## src/rtl/fmt_pkg.sv

```systemverilog
package fmt_pkg;
  parameter int DATA_W = 16;
  localparam int HALF_W = DATA_W / 2;

  function automatic logic [DATA_W-1:0] apply_coding(input logic [DATA_W-1:0] raw,
                                                     input logic straight);
    return straight ? raw : {~raw[DATA_W-1], raw[DATA_W-2:0]};
  endfunction

  function automatic logic [DATA_W-1:0] lane_swap(input logic [DATA_W-1:0] w,
                                                  input logic swap);
    return swap ? {w[HALF_W-1:0], w[DATA_W-1:HALF_W]} : w;
  endfunction
endpackage

```

## src/rtl/fmt_clkdiv.sv

```systemverilog
module fmt_clkdiv #(
  parameter int DIV_W = 2
) (
  input  logic             clk,
  input  logic             rst,
  input  logic             run,
  input  logic [DIV_W-1:0] div,
  output logic             sclk,
  output logic             fall_ev
);
  localparam int CNT_W = (1 << DIV_W) - 1;
  localparam logic [CNT_W:0] ONE = 1;

  logic [CNT_W-1:0] cnt;
  logic [CNT_W:0]   half;
  logic [CNT_W-1:0] lim;

  always_comb begin
    half    = ONE << div;
    lim     = CNT_W'(half - ONE);
    fall_ev = run && (cnt == lim) && sclk;
  end

  always_ff @(posedge clk) begin
    if (rst || !run) begin
      cnt  <= '0;
      sclk <= 1'b0;
    end else if (cnt == lim) begin
      cnt  <= '0;
      sclk <= ~sclk;
    end else begin
      cnt <= cnt + 1'b1;
    end
  end

  // the clock only changes level when the divider count has wrapped
  a_r5_toggle_at_limit: assert property (@(posedge clk) disable iff (rst)
    (run && $past(run) && !$past(rst) && (sclk != $past(sclk))) |-> (cnt == '0));
endmodule

```

## src/rtl/fmt_edge_sync.sv

```systemverilog
module fmt_edge_sync #(
  parameter int STAGES = 2
) (
  input  logic clk,
  input  logic rst,
  input  logic async_in,
  output logic fall_ev
);
  logic [STAGES:0] pipe;

  always_ff @(posedge clk) begin
    if (rst) pipe <= '0;
    else     pipe <= {pipe[STAGES-1:0], async_in};
  end

  assign fall_ev = pipe[STAGES] && !pipe[STAGES-1];
endmodule

```

## src/rtl/fmt_shifter.sv

```systemverilog
module fmt_shifter #(
  parameter int W = 16
) (
  input  logic         clk,
  input  logic         rst,
  input  logic         load,
  input  logic [W-1:0] load_word,
  input  logic         shift_ev,
  output logic         sdata,
  output logic         active
);
  localparam int BC_W = $clog2(W);
  localparam logic [BC_W-1:0] LAST = BC_W'(W - 1);

  logic [W-1:0]    shreg;
  logic [BC_W-1:0] bit_cnt;

  always_ff @(posedge clk) begin
    if (rst) begin
      shreg   <= '0;
      bit_cnt <= '0;
      active  <= 1'b0;
    end else if (load) begin
      shreg   <= load_word;
      bit_cnt <= '0;
      active  <= 1'b1;
    end else if (active && shift_ev) begin
      shreg   <= {shreg[W-2:0], 1'b0};
      bit_cnt <= bit_cnt + 1'b1;
      if (bit_cnt == LAST) active <= 1'b0;
    end
  end

  assign sdata = shreg[W-1];

  // serial data holds between shift events
  a_r5_data_holds: assert property (@(posedge clk) disable iff (rst)
    (!shift_ev && !load) |=> $stable(shreg));
  // a transfer ends only on a shift event
  a_r9_end_on_shift: assert property (@(posedge clk) disable iff (rst)
    ($fell(active) && !$past(rst)) |-> $past(shift_ev));
endmodule

```

## src/rtl/result_port_fmt.sv

```systemverilog
module result_port_fmt #(
  parameter int DATA_W = fmt_pkg::DATA_W,
  parameter int DIV_W  = 2,
  parameter int SYNC_STAGES = 2
) (
  input  logic              clk,
  input  logic              rst,
  input  logic              conv_start,
  input  logic              res_valid,
  input  logic [DATA_W-1:0] res_data,
  output logic              res_ready,
  input  logic              sel_serial,
  input  logic              swap_bytes,
  input  logic              straight_bin,
  input  logic              clk_slave,
  input  logic              rd_after_conv,
  input  logic [DIV_W-1:0]  div_sel,
  input  logic              cs_n,
  input  logic              rd_n,
  input  logic              ext_sclk,
  output logic [DATA_W-1:0] bus_out,
  output logic [DATA_W-1:0] bus_oe,
  output logic              sdata,
  output logic              sclk_out,
  output logic              sclk_oe,
  output logic              busy,
  output logic              data_ready
);
  import fmt_pkg::*;

  localparam int ALWAYS_ON = 2;
  localparam logic [DATA_W-1:0] BASE_OE = DATA_W'((1 << ALWAYS_ON) - 1);

  logic [DATA_W-1:0] result_q;
  logic              accept, load, active, go;
  logic              m_run, m_fall, s_fall, shift_ev;
  logic [DIV_W-1:0]  div_eff;

  assign res_ready = !active;
  assign accept    = res_valid && res_ready;
  assign load      = accept && sel_serial;

  always_ff @(posedge clk) begin
    if (rst) begin
      result_q   <= '0;
      busy       <= 1'b0;
      data_ready <= 1'b0;
      go         <= 1'b0;
    end else begin
      if (accept) result_q <= res_data;
      if (conv_start)  busy <= 1'b1;
      else if (accept) busy <= 1'b0;
      if (accept)          data_ready <= 1'b1;
      else if (conv_start) data_ready <= 1'b0;
      if (!active)         go <= 1'b0;
      else if (conv_start) go <= 1'b1;
    end
  end

  always_comb begin
    bus_out = lane_swap(apply_coding(result_q, straight_bin), swap_bytes);
    bus_oe  = (!sel_serial && !cs_n && !rd_n) ? '1 : BASE_OE;
  end

  assign div_eff  = rd_after_conv ? div_sel : '0;
  assign m_run    = active && !clk_slave && (rd_after_conv || go);
  assign shift_ev = clk_slave ? (s_fall && !cs_n) : m_fall;
  assign sclk_oe  = sel_serial && !clk_slave;

  fmt_clkdiv #(.DIV_W(DIV_W)) u_clkdiv (
    .clk(clk), .rst(rst), .run(m_run), .div(div_eff),
    .sclk(sclk_out), .fall_ev(m_fall)
  );

  fmt_edge_sync #(.STAGES(SYNC_STAGES)) u_sync (
    .clk(clk), .rst(rst), .async_in(ext_sclk), .fall_ev(s_fall)
  );

  fmt_shifter #(.W(DATA_W)) u_shift (
    .clk(clk), .rst(rst), .load(load),
    .load_word(apply_coding(res_data, straight_bin)),
    .shift_ev(shift_ev), .sdata(sdata), .active(active)
  );

  // busy clears only when a result was taken
  a_r8_busy_fall: assert property (@(posedge clk) disable iff (rst)
    ($fell(busy) && !$past(rst)) |-> $past(res_valid && res_ready));
  // data_ready sets only when a result was taken
  a_r8_ready_rise: assert property (@(posedge clk) disable iff (rst)
    $rose(data_ready) |-> $past(res_valid && res_ready));
  // read-during-convert master clock never runs before a start pulse
  a_r6_wait_start: assert property (@(posedge clk) disable iff (rst)
    (!clk_slave && !rd_after_conv && !go && !$past(go)) |-> !sclk_out);
endmodule

```

## config.mk

```make
export PLATFORM = sky130hd
export DESIGN_NAME = result_port_fmt
export DESIGN_NICKNAME = d
export VERILOG_FILES = /design/src/rtl/fmt_pkg.sv /design/src/rtl/fmt_clkdiv.sv /design/src/rtl/fmt_edge_sync.sv /design/src/rtl/fmt_shifter.sv /design/src/rtl/result_port_fmt.sv
export SDC_FILE = /design/constraint.sdc
export NUM_CORES = 1
export LEC_CHECK = 0
export CAP_MARGIN = 30
export CORE_ASPECT_RATIO = 0.5
export CORE_MARGIN = 2
export CORE_UTILIZATION = 25
export DETAILED_ROUTE_END_ITERATION = 12
export PLACE_DENSITY_LB_ADDON = 0.12
export SLEW_MARGIN = 20
export SYNTH_ARGS = -nofsm -noshare
export SYNTH_HDL_FRONTEND = slang
export SYNTH_SLANG_ARGS = --single-unit
```

## constraint.sdc

```tcl
create_clock -name clk -period 2.9 [get_ports clk]
set_input_delay 0.725 -clock clk [delete_from_list [all_inputs] [get_ports clk]]
set_output_delay 0.725 -clock clk [all_outputs]
set_load 0.01 [all_outputs]
```

# After elaboration in Yosys (flattened, before gate mapping)

Index checks and enable logic that the tools add are counted.

Word-level logic and storage cells: 63
Flip-flop bits (word level): 47

Bitwise logic cells: 4
Muxes and demuxes: 15
Equal/unequal tests: 2
Reduce and logical (&&, ||, !) cells: 28
Add/subtract/negate cells: 3
Shifts and indexed selects: 1

Operator list:

| kind                                             | number |
|---|---|
| 2-to-1 mux 16 bit                                | 6 |
| logical AND 1 bit                                | 12 |
| 2-to-1 mux 1 bit                                 | 8 |
| zero test 1 bit                                  | 7 |
| nonzero test 2 bit                               | 3 |
| OR reduction 2 bit                               | 3 |
| adder 4 x 1 -> 4 bit, second input constant      | 1 |
| == test 4 bit, second input constant             | 1 |
| NOT 1 bit                                        | 4 |
| adder 3 x 1 -> 3 bit, second input constant      | 1 |
| == test 3 bit                                    | 1 |
| left shift 1 x 2 -> 3 bit, first input constant  | 1 |
| subtractor 3 x 1 -> 3 bit, second input constant | 1 |
| logical OR 1 bit                                 | 2 |
| 2-to-1 mux 2 bit                                 | 1 |
| AND reduction 2 bit                              | 1 |

# Logic depth before layout (Yosys ltp)

Word-level depth: 10
Gate-level depth with buffers: 8
Depth with buffers taken out: 5

# By module

Synthesis repeated with hierarchy kept, for this count alone.

Cells, all modules: 270
Area total of the unflattened synthesis: 2,479.9 sq um

By module, submodules not included:

| module          | times used | cells an instance | area each (sq um) |
|---|---|---|---|
| result_port_fmt | 1          | 128               | 1,146.1 |
| fmt_shifter     | 1          | 110               | 1,014.7 |
| fmt_clkdiv      | 1          | 25                | 231.5 |
| fmt_edge_sync   | 1          | 7                 | 87.6 |

# Worst setup path before layout

OpenSTA, ideal clock, no wires.

Path kind: input-to-output
Start point: input port sel_serial
End point: output port bus_oe[10]
Slack: 0.230 ns
Stages on the path: 2
Arrival time: 1.945 ns
Cells stage by stage: nor3_1 > buf_4

Word-level cells in the longest chain between the ends: 4

Ends and longest elaborated chain:

| element                        | RTL line              | source |
|---|---|---|
| from (decl)                    | result_port_fmt.sv:12 | `input logic sel_serial,` |
| zero test 1 bit                | result_port_fmt.sv:62 | `bus_oe = (!sel_serial && !cs_n && !rd_n) ? '1 : BASE_OE;` |
| logical AND 1 bit (2 in a row) | result_port_fmt.sv:62 |  |
| 2-to-1 mux 16 bit              | result_port_fmt.sv:62 |  |
| to (decl)                      | result_port_fmt.sv:22 | `output logic [DATA_W-1:0] bus_oe,` |

No other way between the ends.

# Worst setup path in the final report

Start point: input port swap_bytes
End point: output port bus_out[11]

Word-level cells in the longest chain between the ends: 1

Ends and longest elaborated chain:

| element           | RTL line              | source |
|---|---|---|
| from (decl)       | result_port_fmt.sv:13 | `input logic swap_bytes,` |
| 2-to-1 mux 16 bit | fmt_pkg.sv:12         | `return swap ? {w[HALF_W-1:0], w[DATA_W-1:HALF_W]} : w;` |
| to (decl)         | result_port_fmt.sv:21 | `output logic [DATA_W-1:0] bus_out,` |

No other way between the ends.

==> results by stage <==
Timing:
- Across the routed clock network, the largest skew measured is 0.00678 ns.
- The number of max-slew violations in the final report came to 0.
- The headroom to the max-slew limit is 58.1%.
- The number of setup violations in the final report is 0.
- The clock period could shrink to 2.86 ns.
- The highest achievable clock rate is between 0.3 and 0.4 GHz.
- The number of failing hold endpoints at the final stage is 0.
- The transition time of the tightest slew-check pin is 0.627 ns.
- Setup total negative slack on the finished layout was measured at 0 ns.
- In the finished design, the share of the clock period the worst path needs comes to between 90 and 100%.

Power:
- The part of the power in the clock network is 38.5%.
- In this run the power spent charging and discharging nets is 405 uW.
- The portion of total power attributed to sequential cells is between 40% and 50%.
- The cell internal power dissipation is 1170 uW.
- Dividing total power by cell area gives a power density of 482 nW/um^2.
- The maximum vdd ir drop is 0.000209 V.
- The analysis attributes to cell leakage a power of 0.00149 uW.
- Of the total power, the share spent switching nets is 25.7%.
- In this run, the combinational gates consume roughly 17% of the power.

Worst setup path:
- The largest individual stage delay along the critical path comes from the cell clkdlybuf4s50_1.
- The worst setup path is of the primary input to primary output kind.
- In this run the critical register-to-register path is captured at u_shift.shreg[9]$_SDFFE_PP0P_.
- The signal on the critical path passes through clkdlybuf4s50_1 > buf_12 > buf_4 > mux2_2 > dlygate4sd2_1.
- In this run the worst setup path terminates at bus_out[11].
- The setup slack of the worst register-to-register path is ~0.94 ns.
- STA classifies the critical path startpoint as a primary input.
- In this design, the stage delay of the slowest critical-path cell is 0.51 ns.
- The startpoint of the lowest-slack register-to-register path is u_clkdiv.cnt[1]$_SDFF_PP0_.
- The arrival time at the worst endpoint is 2.14 ns.
- The data required time of the worst path is 2.17 ns.
- Along the worst path, the maximum fanout reaches 12.
- The worst-case reg-to-reg path depth is 5.
- The type of destination of the critical path is a primary output.
- Tracing the worst setup path back leads to its startpoint at swap_bytes.

Logic synthesis:
- The post-synthesis instance total is 267.
- The post-synthesis register bit count is 47.
- The synthesized design devotes to its leading area cell type 41.4% of total area.
- For this run, the leading register cell type out of synthesis is dfxtp_1.
- The mapped netlist covers roughly 2300 sq um.
- Yosys attributes the largest share of cell area to dfxtp_1, mux2_2, nand2_1, a21oi_1, buf_4.
- The number of warnings printed during yosys synthesis is 0.
- The fraction of registers with async set/reset is 0%.
- The biggest area contributor in the post-synthesis netlist is dfxtp_1.
- Counting flops with a built-in enable in the synthesized netlist gives 0.
- After synthesis, the mean cell area works out to approximately 8.5 sq um.
- The count of distinct cell types in the synthesized netlist is 41.
- Sequential elements use 41.4% of the synthesized area.

Layout:
- The final layout contains 362 nets.
- Leaving out fill and tap cells, the most frequent cells in the layout are dfxtp_1, nand2_1, clkdlybuf4s50_1.
- The most frequent standard cell in the layout excluding fill and tap cells is dfxtp_1.
- The repair_antennas step left the layout with diodes totalling 0.
- Once layout is complete, the cells apart from fillers number 448.
- The cell area after layout is 3260 sq um.
- Relative to the synthesized area, the layout overhead comes to 43.6%.
- Cells with a size suffix above 1 make up 17.2% of the layout.

Floorplanning:
- In this run the horizontal extent of the chip is 139 um.
- Once the floorplan was initialized, standard cells occupied 25.9% of the core.
- The floorplan step defined a core boundary enclosing a little under 9000 sq um.
- The number of ports placed on the die boundary is 68.
- The height of the die is 71.4 um.
- Row generation in the floorplan step produced 24 rows.
- The die covers a little under 10,000 sq um.

Drt:
- Once detail routing completed, the nets flagged for antenna violations numbered 0.
- The final routed wire length divided by cell count is 14.5 um.
- The count of TritonRoute iterations in the first routing pass is 4.
- The via count normalized by instance count is 4.50.
- The routed wire length is 6490 um.
- The total via count in the routed design is 2,018.
- In this run, the number of DRC markers left after iteration 0 of detailed routing was 56.
- The final routed DRC violation total is 0.

Clock network:
- The hold buffer count at cts is 0.
- After clock tree synthesis, the clock-pin slew on the worst setup and hold paths is 0.06 ns.
- CTS saw 47 sinks.
- The later-pin clock latency in the skew report is slightly below 0.3 ns.
- The H-tree depth reported by CTS is 2.
- The TritonCTS clock tree is done.
- Counting the buffers created by CTS gives 5.
- The clock tree buffer depth is 2.
- The cell chosen for the clock root is clkbuf_16.

Global route:
- The initial antenna violation count came to 0.
- The number of global-route vias before repair is 1,945.
- The first global-routing pass estimated just over 10,000 um of wire.
- Entering global routing, the biggest net connects 28 pins.
- Global routing used between 10% and 20% of the available tracks.
- The total overflow left after global routing is 0.

Placed design:
- In this run, placement finished with an instance count of 431.
- During placement, the flow inserted port buffers numbering 65.
- Once detailed placement completed, the half-perimeter wirelength came to about 4700 um.
- The global placement routability congestion is between 0.7 and 0.8.
- The area after detailed placement is ~3000 sq um.

Worst hold path:
- In this run the worst hold path is classified as flip-flop to flip-flop.

Run status:
- The run finished with clean final reports.

Run:
- Across the run, the number of max-cap violations was 0.
-- how the worst min path moves through the flow --
stage | cells after the start | slack (ns) | start | endpoint
finish | 1 | 0.44 | u_sync.pipe[0]$_SDFF_PP0_ | u_sync.pipe[1]$_SDFF_PP0_
global route | 1 | 0.47 | u_sync.pipe[0]$_SDFF_PP0_ | u_sync.pipe[1]$_SDFF_PP0_
CTS | 1 | 0.44 | u_sync.pipe[0]$_SDFF_PP0_ | u_sync.pipe[1]$_SDFF_PP0_
detailed placement | 1 | 0.43 | u_sync.pipe[0]$_SDFF_PP0_ | u_sync.pipe[1]$_SDFF_PP0_
global placement | 1 | 0.42 | u_sync.pipe[0]$_SDFF_PP0_ | u_sync.pipe[1]$_SDFF_PP0_
floorplan | 1 | 0.41 | u_sync.pipe[0]$_SDFF_PP0_ | u_sync.pipe[1]$_SDFF_PP0_
-- synth_stat cells, types with 2 or more instances --
cell type,count
dfxtp_1,47
nand2_1,40
nor2_1,30
a21oi_1,23
mux2_2,16
buf_4,15
clkbuf_1,12
nand3_1,12
o21ai_0,9
o221a_2,8
a311oi_1,6
nor2b_1,5
buf_1,3
nand2b_1,3
nand4_1,3
xnor2_1,3
and2_1,2
and3_1,2
ha_1,2
inv_1,2
mux2i_1,2
nor3_1,2
or3_1,2
-- layer usage --
| metal | vias to the layer above | wire length [um] | GRT usage [%] |
|---|---|---|---|
| li1 | 1043 | - | - |
| met4 | 0 | 90 | 4.71 |
| met2 | 27 | 2720 | 20.2 |
| met5 | - | 0 | 0 |
| met1 | 941 | 3490 | 18.7 |
| met3 | 7 | 195 | 3.14 |
-- power by group through the flow --
stage	Combinational, uW	Clock (uW)	Sequential, uW
2_1_floorplan	139	0	712
3_3_place_gp	265	0	719
3_5_place_dp	268	0	720
4_1_cts	259	619	706
5_1_grt	286	647	711
6_report	262	605	705
-- through the flow --
| step | worst slack (ns) | utilization (%) | total power [uW] | hold WS, ns |
|---|---|---|---|---|
| final | 0.0373 | 37.2 | 1570 | 0.437 |
| after global routing | -0.00986 | 37.2 | 1640 | 0.467 |
| after CTS | 0.0103 | 36.0 | 1580 | 0.443 |
| after detailed placement | -0.0599 | 34.3 | 988 | 0.428 |
| after global placement | -0.0394 | 34.3 | 984 | 0.419 |
| after floorplan | 0.230 | - | 851 | 0.414 |
-- state kept, by name, summed over array words and instances (netlist names) --
name,cells
busy,1
data_ready,1
go,1
result_q,16
u_clkdiv.cnt,3
u_clkdiv.sclk,1
u_shift.active,1
u_shift.bit_cnt,4
u_shift.shreg,16
u_sync.pipe,3
-- cell families after synthesis --
family / synth area share [%]
fa+ha+maj: 1.10
flops: 41.4
mux: 8.82
xor+xnor: 1.54
buf+inv: 8.26
other cells: 0.165
simple gates: 21.6
compound gates: 17.1
-- layout make-up --
class	count	area, sq um
fillers	913	5510
multi-input cells	188	1160
flip-flops and latches	47	941
repair buffers	86	853
well taps	117	146
clock buffers	6	139
clock inverters	2	16.3
inverters	2	7.51
-- worst max-delay path: cells and delay by family --
| family | cells | cell delay [ns] |
|---|---|---|
| buf+inv | 4 | 1.08 |
| mux | 1 | 0.33 |
-- what timing repair did --
| item | in CTS | in global routing |
|---|---|---|
| gates cloned | 0 | 1 |
| resized for setup | 16 | 19 |
| pin swaps | 0 | 1 |
| buffers inserted | 2 | 6 |
| endpoints found under the setup margin | 16 | 18 |
(Power assumes the default switching activity.)
